## config.mk

```make
export PLATFORM = sky130hd
export DESIGN_NAME = pwm_channel_core
export DESIGN_NICKNAME = d
export VERILOG_FILES = /design/src/rtl/pwm_chan_pkg.sv /design/src/rtl/pwm_cfg_bank.sv /design/src/rtl/pwm_prescaler.sv /design/src/rtl/pwm_period_counter.sv /design/src/rtl/pwm_run_fsm.sv /design/src/rtl/pwm_channel_core.sv
export SDC_FILE = /design/constraint.sdc
export NUM_CORES = 1
export LEC_CHECK = 0
export BUFFER_PORTS_ARGS = -buffer_cell sky130_fd_sc_hd__buf_2
export CORE_ASPECT_RATIO = 1.75
export CORE_MARGIN = 2
export CORE_UTILIZATION = 55
export CTS_CLUSTER_DIAMETER = 40
export DETAILED_ROUTE_END_ITERATION = 8
export GPL_TIMING_DRIVEN = 0
export PLACE_DENSITY = 0.75
export SYNTH_ARGS = -nofsm -noshare
export SYNTH_HDL_FRONTEND = slang
export SYNTH_SLANG_ARGS = --single-unit
```

## constraint.sdc

```tcl
create_clock -name clk -period 5.6 [get_ports clk]
set_input_delay 0.56 -clock clk [delete_from_list [all_inputs] [get_ports clk]]
set_output_delay 0.56 -clock clk [all_outputs]
set_load 0.005 [all_outputs]
```

## src/rtl/pwm_chan_pkg.sv

```systemverilog
package pwm_chan_pkg;

    // Channel sequencing states
    typedef enum logic [1:0] {
        ST_IDLE  = 2'd0,
        ST_RUN   = 2'd1,
        ST_DRAIN = 2'd2
    } chan_state_t;

endpackage

```

## src/rtl/pwm_cfg_bank.sv

```systemverilog
// Shadow and working copies of prescale, period and duty.
module pwm_cfg_bank #(
    parameter int PRE_W = 10,
    parameter int PER_W = 12
) (
    input  logic             clk,
    input  logic             rst_n,
    input  logic             wr_en,
    input  logic [PRE_W-1:0] wr_prescale,
    input  logic [PER_W-1:0] wr_period,
    input  logic [PER_W-1:0] wr_duty,
    input  logic             load_all,
    input  logic             force_prescale,
    input  logic             force_period,
    output logic [PRE_W-1:0] act_prescale,
    output logic [PER_W-1:0] act_period,
    output logic [PER_W-1:0] act_duty
);

    logic [PRE_W-1:0] sh_prescale;
    logic [PER_W-1:0] sh_period;
    logic [PER_W-1:0] sh_duty;

    // Shadow capture
    always_ff @(posedge clk or negedge rst_n) begin
        if (!rst_n) begin
            sh_prescale <= '0;
            sh_period   <= '0;
            sh_duty     <= '0;
        end else if (wr_en) begin
            sh_prescale <= wr_prescale;
            sh_period   <= wr_period;
            sh_duty     <= wr_duty;
        end
    end

    // Working copies: boundary/idle load or forced load
    always_ff @(posedge clk or negedge rst_n) begin
        if (!rst_n) begin
            act_prescale <= '0;
            act_period   <= '0;
            act_duty     <= '0;
        end else begin
            if (load_all || force_prescale) act_prescale <= sh_prescale;
            if (load_all || force_period)   act_period   <= sh_period;
            if (load_all)                   act_duty     <= sh_duty;
        end
    end

    AST_PERIOD_HELD: assert property (@(posedge clk) disable iff (!rst_n)
        (!load_all && !force_period) |=> $stable(act_period));

    AST_DUTY_HELD: assert property (@(posedge clk) disable iff (!rst_n)
        !load_all |=> $stable(act_duty));

endmodule

```

## src/rtl/pwm_prescaler.sv

```systemverilog
// Divides the clock into count ticks, one every limit+1 clocks.
module pwm_prescaler #(
    parameter int PRE_W = 10
) (
    input  logic             clk,
    input  logic             rst_n,
    input  logic             count_en,
    input  logic [PRE_W-1:0] limit,
    output logic             tick
);

    logic [PRE_W-1:0] div_cnt;

    // A limit lowered below the current count still ticks at once.
    assign tick = count_en && (div_cnt >= limit);

    always_ff @(posedge clk or negedge rst_n) begin
        if (!rst_n)        div_cnt <= '0;
        else if (!count_en) div_cnt <= '0;
        else if (tick)      div_cnt <= '0;
        else                div_cnt <= div_cnt + 1'b1;
    end

    AST_TICK_RESTART: assert property (@(posedge clk) disable iff (!rst_n)
        tick |=> (div_cnt == '0));

endmodule

```

## src/rtl/pwm_period_counter.sv

```systemverilog
// Counts ticks from 0 to the terminal value, then wraps.
module pwm_period_counter #(
    parameter int PER_W = 12
) (
    input  logic             clk,
    input  logic             rst_n,
    input  logic             count_en,
    input  logic             tick,
    input  logic [PER_W-1:0] terminal,
    output logic [PER_W-1:0] cnt,
    output logic             wrap
);

    // Greater-or-equal tolerates a terminal forced below the count.
    assign wrap = count_en && tick && (cnt >= terminal);

    always_ff @(posedge clk or negedge rst_n) begin
        if (!rst_n)         cnt <= '0;
        else if (!count_en) cnt <= '0;
        else if (wrap)      cnt <= '0;
        else if (tick)      cnt <= cnt + 1'b1;
    end

    AST_CNT_HOLD: assert property (@(posedge clk) disable iff (!rst_n)
        (count_en && !tick) |=> $stable(cnt));

    AST_WRAP_ZERO: assert property (@(posedge clk) disable iff (!rst_n)
        wrap |=> (cnt == '0));

endmodule

```

## src/rtl/pwm_run_fsm.sv

```systemverilog
// Enable / halt / drain sequencing of the channel.
module pwm_run_fsm
    import pwm_chan_pkg::*;
(
    input  logic        clk,
    input  logic        rst_n,
    input  logic        enable,
    input  logic        stop_now,
    input  logic        autoload,
    input  logic        wrap,
    output chan_state_t state,
    output logic        live,
    output logic        count_en,
    output logic        load_all
);

    chan_state_t state_nxt;

    always_comb begin
        state_nxt = state;
        unique case (state)
            ST_IDLE:  if (enable) state_nxt = ST_RUN;                   // start
            ST_RUN:   if (!enable)
                          state_nxt = stop_now ? ST_IDLE : ST_DRAIN;    // halt / drain
            ST_DRAIN: if (enable)    state_nxt = ST_RUN;                // resume
                      else if (wrap) state_nxt = ST_IDLE;               // finish
            default:  state_nxt = ST_IDLE;
        endcase
    end

    always_ff @(posedge clk or negedge rst_n) begin
        if (!rst_n) state <= ST_IDLE;
        else        state <= state_nxt;
    end

    // Outputs
    always_comb begin
        live     = (state != ST_IDLE);
        // Counters clear in the same edge as a halt.
        count_en = live && !(state == ST_RUN && !enable && stop_now);
        load_all = autoload && ((state == ST_IDLE) || wrap);
    end

    AST_HALT: assert property (@(posedge clk) disable iff (!rst_n)
        (state == ST_RUN && !enable && stop_now) |=> (state == ST_IDLE));

    AST_DRAIN_EXIT: assert property (@(posedge clk) disable iff (!rst_n)
        (state == ST_DRAIN && !enable && wrap) |=> (state == ST_IDLE));

    AST_DRAIN_HOLD: assert property (@(posedge clk) disable iff (!rst_n)
        (state == ST_DRAIN && !enable && !wrap) |=> (state == ST_DRAIN));

endmodule

```

## src/rtl/pwm_channel_core.sv

```systemverilog
module pwm_channel_core
    import pwm_chan_pkg::*;
#(
    parameter int PRE_W = 10,
    parameter int PER_W = 12
) (
    input  logic             clk,
    input  logic             rst_n,
    input  logic             cfg_wr,
    input  logic [PRE_W-1:0] cfg_prescale,
    input  logic [PER_W-1:0] cfg_period,
    input  logic [PER_W-1:0] cfg_duty,
    input  logic             ctl_enable,
    input  logic             ctl_invert,
    input  logic             ctl_autoload,
    input  logic             ctl_stop_now,
    input  logic             ctl_force_prescale,
    input  logic             ctl_force_period,
    output logic             pwm_out,
    output logic             period_end
);

    logic [PRE_W-1:0] act_prescale;
    logic [PER_W-1:0] act_period;
    logic [PER_W-1:0] act_duty;
    logic [PER_W-1:0] cnt;
    logic             tick;
    logic             wrap;
    logic             live;
    logic             count_en;
    logic             load_all;
    logic             raw_active;
    chan_state_t      state;

    pwm_run_fsm u_fsm (
        .clk      (clk),
        .rst_n    (rst_n),
        .enable   (ctl_enable),
        .stop_now (ctl_stop_now),
        .autoload (ctl_autoload),
        .wrap     (wrap),
        .state    (state),
        .live     (live),
        .count_en (count_en),
        .load_all (load_all)
    );

    pwm_cfg_bank #(.PRE_W(PRE_W), .PER_W(PER_W)) u_cfg (
        .clk            (clk),
        .rst_n          (rst_n),
        .wr_en          (cfg_wr),
        .wr_prescale    (cfg_prescale),
        .wr_period      (cfg_period),
        .wr_duty        (cfg_duty),
        .load_all       (load_all),
        .force_prescale (ctl_force_prescale),
        .force_period   (ctl_force_period),
        .act_prescale   (act_prescale),
        .act_period     (act_period),
        .act_duty       (act_duty)
    );

    pwm_prescaler #(.PRE_W(PRE_W)) u_pre (
        .clk      (clk),
        .rst_n    (rst_n),
        .count_en (count_en),
        .limit    (act_prescale),
        .tick     (tick)
    );

    pwm_period_counter #(.PER_W(PER_W)) u_cnt (
        .clk      (clk),
        .rst_n    (rst_n),
        .count_en (count_en),
        .tick     (tick),
        .terminal (act_period),
        .cnt      (cnt),
        .wrap     (wrap)
    );

    // Outputs
    always_comb begin
        raw_active = live && (cnt < act_duty);
        pwm_out    = raw_active ^ ctl_invert;
        period_end = wrap;
    end

    AST_IDLE_LEVEL: assert property (@(posedge clk) disable iff (!rst_n)
        (state == ST_IDLE) |-> (pwm_out == ctl_invert));

    AST_END_ONLY_LIVE: assert property (@(posedge clk) disable iff (!rst_n)
        period_end |-> (state != ST_IDLE));

    AST_DUTY_ZERO: assert property (@(posedge clk) disable iff (!rst_n)
        (act_duty == '0) |-> (pwm_out == ctl_invert));

endmodule

```

Word level (Yosys, flattened, before mapping)
Cells that the tools add are included.
- logic and storage cells: 48
- output and inout port bits: 2
- register bits after elaboration: 92
- input port bits: 43
- reduce and logical (&&, ||, !) cells: 16
- equal/unequal tests: 6
- magnitude comparators: 3
- mux-type cells: 11
- bitwise gates (word level): 1
- $add $sub $neg: 2
- operators by type and width (kind ; number):
    $mux W12 ; 3
    $mux W10 ; 2
    $add A12 B1 Y12 const B ; 1
    $ge A12 B12 Y1 ; 1
    $lt A12 B12 Y1 ; 1
    $add A10 B1 Y10 const B ; 1
    $ge A10 B10 Y1 ; 1
    $mux W2 ; 5
    $logic_and A1 B1 Y1 ; 8
    $pmux W2 S3 ; 1
    $ne A2 B2 Y1 const B ; 2
    $logic_or A1 B1 Y1 ; 3
    $ne A3 B2 Y1 const B ; 1
    $ne A3 B3 Y1 const B ; 1
    $reduce_and A3 Y1 ; 1
    $eq A2 B1 Y1 const B ; 1
    $eq A2 B2 Y1 const B ; 1
    $logic_not A1 Y1 ; 2
    $logic_not A2 Y1 ; 1
    $reduce_bool A2 Y1 ; 1
    $xor A1 B1 Y1 ; 1

Depth between registers and ports, before layout
- depth in word-level cells: 11
- depth in mapped cells: 10
- mapped depth without buffers: 8

Hierarchy
Synthesis repeated with hierarchy kept, for this count alone.
- cells, all modules: 388
- area total of the unflattened synthesis: 4718.3 µm²
- by module, submodules not included (module ; area an instance (µm²) ; cells each ; instances):
    pwm_cfg_bank ; 2561.2 ; 144 ; 1
    pwm_period_counter ; 962.2 ; 112 ; 1
    pwm_prescaler ; 770.7 ; 81 ; 1
    pwm_channel_core ; 311.5 ; 40 ; 1
    pwm_run_fsm ; 112.6 ; 11 ; 1

Worst setup path before layout
OpenSTA, ideal clock, no wires.
- path type: register -> register
- start point: register u_pre.div_cnt[0]
- end point: register u_cfg.act_period[10]
- arrival time: 2.240 ns
- required time: 5.475 ns
- slack: 3.235 ns
- stages on the path, launching flop included: 10
- period minus slack after synthesis: 2.365 ns
- path through: dfrtp_1 inv_1 ha_1 nand2b_4 a21o_1 a211oi_4 a21oi_2 a221oi_2 buf_4 mux2_2
- word-level cells in the longest chain between the ends: 7
- RTL lines (element ; line ; source):
    from (decl) ; pwm_prescaler.sv:12 ; logic [PRE_W-1:0] div_cnt;
    from (signal assigned) ; pwm_prescaler.sv:21 ; else div_cnt <= div_cnt + 1'b1;
    $ge A10 B10 Y1 ; pwm_prescaler.sv:15 ; assign tick = count_en && (div_cnt >= limit);
    $logic_and A1 B1 Y1 ; pwm_prescaler.sv:15 ;
    $logic_and A1 B1 Y1 (2 in a row) ; pwm_period_counter.sv:15 ; assign wrap = count_en && tick && (cnt >= terminal);
    $logic_or A1 B1 Y1 ; pwm_run_fsm.sv:41 ; load_all = autoload && ((state == ST_IDLE) || wrap);
    $logic_and A1 B1 Y1 ; pwm_run_fsm.sv:41 ;
    $logic_or A1 B1 Y1 ; pwm_cfg_bank.sv:45 ; if (load_all || force_period) act_period <= sh_period;
    to (signal assigned) ; pwm_cfg_bank.sv:45 ;
    to (decl) ; pwm_cfg_bank.sv:16 ; output logic [PER_W-1:0] act_period,
Every way passes these cells.
A chain may end at the register's enable or synchronous reset.

Final worst setup path
- start point: register u_cnt.cnt[2]
- end point: output period_end
- word-level cells in the longest chain between the ends: 2
- RTL lines (element ; line ; source):
    from (decl) ; pwm_period_counter.sv:10 ; output logic [PER_W-1:0] cnt,
    from (signal assigned) ; pwm_period_counter.sv:21 ; else if (tick) cnt <= cnt + 1'b1;
    $ge A12 B12 Y1 ; pwm_period_counter.sv:15 ;
    $logic_and A1 B1 Y1 ; pwm_period_counter.sv:15 ;
    to (decl) ; pwm_channel_core.sv:20 ; output logic period_end
Every way passes these cells.

==> key figures <==
Outcome
  • Status: complete, no violations

Layout
  • Diodes inserted: 0
  • Nets: around 560
  • Layout cells sized above 1: 26.0%
  • Final std cells w/o fill: about 600
  • Area Growth Syn to Fin: 14.7%

Clock network
  • Clock sink count: between 90 and 100
  • Clock buffer depth: 2
  • CTS buffer count: 9
  • Post-CTS Setup Bufs: 0
  • Post-CTS sizing: 0
  • Hold-fix buffers, CTS: 0
  • Clk_lat worst skew: 0.35 ns
  • CTS HTree Levels: 3
  • TritonCTS clock tree: done
  • Clock slew at reported path FFs: approximately 0.070 ns
  • CTS root buf: clkbuf_16

Yosys
  • Post-synthesis cell type count: 44
  • Post-Syn Instances: around 430
  • Asr flop ratio synth: 100%
  • EDFF count, synth: 0
  • Post-synthesis register bit count: just over 90
  • Yosys Warn Count: 0
  • Syn avg cell area: 11.1 um2
  • Ys flop type: dfrtp_1
  • Syn_nets: just over 500
  • Post-synthesis sequential area ratio: between 40% and 50%
  • Synthesized area: 0.00477 mm2

Power
  • Leak: ~2.5 nW
  • Internal power: between 1 and 1.5 mW
  • Sw frac: between 20% and 30%
  • Pwr/cell area: about 300 mW/mm2
  • Sequential Power Share: approximately 47%
  • VDD IR-drop max: around 0.21 mV
  • Clk pwr share: 37.7%
  • Sw power: between 400 and 500 uW
  • Logic pwr share: around 15%

Worst setup path
  • Crit path kind: reg -> out
  • CP Launch Point: u_cnt.cnt[2]
  • Crit path DAT: 2.60 ns
  • Reg2reg path depth: 8
  • CP Max Fanout: 10
  • Data required time of the worst path: between 5 and 6 ns
  • R2R setup slack: 3.00 ns
  • R2R Path Start: u_pre.div_cnt[0]
  • Startpoint Class: flip-flop
  • Critical Path Sink Type: primary output
  • FF-to-FF End: u_cfg.act_prescale[5]
  • CP Capture Point: period_end

Detailed routing
  • WL/cell: 16.4 um
  • Met3 Routed Length: 420 um
  • DR iter-0 viols: between 200 and 250
  • Final ANT Viol Nets: 0
  • Final WL: about 10000 um
  • Met2 wire len: ~5300 um
  • Met1 WL: around 3800 um
  • Highest routed layer: met4
  • Number of remaining DRC errors: 0
  • Vias per inst: between 5 and 6
  • First drt pass iteration count: 4
  • Via count: 3528

Floorplanning
  • Die Width: about 74 um
  • Die area: around 0.0095 mm2
  • Die Ht: between 100 and 150 um
  • Boundary Pins: 45
  • Row count: between 40 and 50
  • Initial Utilization: between 50% and 60%
  • Core area: 0.00856 mm2

Timing
  • Worst-Margin Slew: ~0.7 ns
  • Unrepaired setup endpoints after global routing: false
  • Slew HR: a little over half
  • F_max: 0.317 GHz
  • Final setup violation count: 0
  • Period utilization: 56.4%
  • Crit path time final: approximately 3.2 ns
  • Post-Route Skew: between 0.009 and 0.01 ns
  • Hold Vio Cnt, Final: 0
  • Final TNS setup: 0 ns
  • Final slew viol count: 0

Global routing
  • Vias in the first global route: ~3700
  • Overall Global Routing Usage: 23.5%
  • Gr ovfl total: 0
  • First-pass GRT wire length: around 17000 um
  • Number of antenna violations at the first check in global routing: 0
  • Largest net degree at the start of global routing: 50

Run
  • Max-cap check violation count: 0

Placement
  • DP Cell Count: between 500 and 600
  • Port buffer count: between 40 and 50
  • Gp weighted congestion: 0.832
  • DP HPWL: approximately 7600 um

Worst hold path
  • Hold/Removal Path Class: in -> async
==> Yosys cell counts (2+ instances only) <==
cell / n / area (um2)
ha_1: 35 / 438
and3_1: 5 / 31.3
inv_1: 38 / 143
o21ai_0: 9 / 45.0
mux2_2: 56 / 631
xor2_1: 6 / 52.6
dfrtp_1: 92 / 2300
or3_1: 7 / 43.8
nor2b_1: 4 / 25.0
nand2_1: 12 / 45.0
xnor2_1: 4 / 35.0
o211ai_1: 2 / 15.0
a21oi_1: 9 / 45.0
buf_1: 2 / 7.51
a31oi_1: 27 / 169
a211oi_1: 2 / 15.0
nor2_1: 32 / 120
o311ai_0: 11 / 96.3
a21o_1: 7 / 52.6
nand3_1: 12 / 60.1
nand4_1: 17 / 106
clkbuf_1: 16 / 60.1
nand2b_1: 3 / 18.8
==> cells by family after synthesis <==
| group | count (synthesis) | share of synthesized area, % |
|---|---|---|
| buffers and inverters | 58 | 4.67 |
| XOR/XNOR | 10 | 1.84 |
| multiplexers | 56 | 13.2 |
| AND/OR/NAND/NOR | 96 | 10.1 |
| AO/OA/AOI/OAI | 82 | 12.7 |
| adder cells (fa/ha/maj) | 35 | 9.19 |
| flip-flops | 92 | 48.3 |
==> layout make-up <==
| cell class | instances | area (um2) |
|---|---|---|
| fill | 707 | 3090 |
| sequential | 92 | 2300 |
| multi-input combinational | 279 | 2240 |
| timing repair buffer | 44 | 245 |
| clock buffer | 10 | 239 |
| tap | 117 | 146 |
| inverter | 38 | 143 |
| buffer | 20 | 80.1 |
| clock inverter | 6 | 70.1 |
==> metrics by stage <==
step	util, %	instance area, um2	setup WS, ns	total power, mW	hold slack (ns)
floorplan	-	4770	3.24	0.947	0.264
global placement	59.9	5130	2.87	1.02	0.486
detailed placement	60.3	5160	2.81	1.04	0.494
CTS	63.9	5470	2.44	1.66	0.223
global route	63.9	5470	2.34	1.72	0.260
finish	63.9	5470	2.44	1.64	0.207
==> sequential cells by signal (all words and copies together), names as in the netlist <==
name / cells
u_cfg.sh_period: 12
u_cfg.act_prescale: 10
u_cfg.act_period: 12
u_pre.div_cnt: 10
u_cfg.act_duty: 12
u_cnt.cnt: 12
u_fsm.state: 2
u_cfg.sh_duty: 12
u_cfg.sh_prescale: 10
==> per-layer routing <==
metal  vias to the layer above  GRT usage (%)
met5                         -              0
met4                         0           15.5
met3                        35           4.34
met2                       111           39.2
met1                      1716           26.5
li1                       1666              -
==> worst min-delay path by stage <==
stage | from | endpoint | cells after the start
CTS | rst_n | u_cnt.cnt[11] | 1
floorplan | rst_n | u_cfg.act_duty[0] | 0
global placement | u_cfg.sh_period[9] | u_cfg.act_period[9] | 1
finish | rst_n | u_cfg.sh_period[8] | 1
detailed placement | u_cfg.sh_prescale[0] | u_cfg.act_prescale[0] | 1
global route | rst_n | u_cnt.cnt[11] | 1
==> critical path, cell delays in order (launching register included) <==
cell and delay (ns):
dfrtp_1 0.44, ha_1 0.32, nand2_1 0.05, o21ai_1 0.17, a41oi_2 0.16, o21a_1 0.28, nor2_1 0.24, clkbuf_1 0.39
buf_2 0.20
==> cell usage in the layout (no fill, tap or decap), drive strengths merged, types with 4 or more instances in the layout <==
| master | count |
|---|---|
| a21o | 7 |
| a21oi | 10 |
| a31oi | 27 |
| and3 | 5 |
| buf | 48 |
| clkbuf | 26 |
| dfrtp | 92 |
| ha | 35 |
| inv | 40 |
| mux2 | 56 |
| nand2 | 12 |
| nand2b | 4 |
| nand3 | 12 |
| nand4 | 17 |
| nor2 | 32 |
| nor2b | 4 |
| o21ai | 11 |
| o311ai | 11 |
| or3 | 7 |
| xnor2 | 4 |
| xor2 | 6 |
==> power groups by stage <==
stage / clock (mW) / sequential (mW) / combinational, mW
2_1_floorplan: 0 / 0.774 / 0.173
3_3_place_gp: 0 / 0.787 / 0.232
3_5_place_dp: 0 / 0.791 / 0.247
4_1_cts: 0.633 / 0.779 / 0.251
5_1_grt: 0.654 / 0.787 / 0.282
6_report: 0.620 / 0.778 / 0.246
No activity file was read; power rests on OpenSTA's default activity.
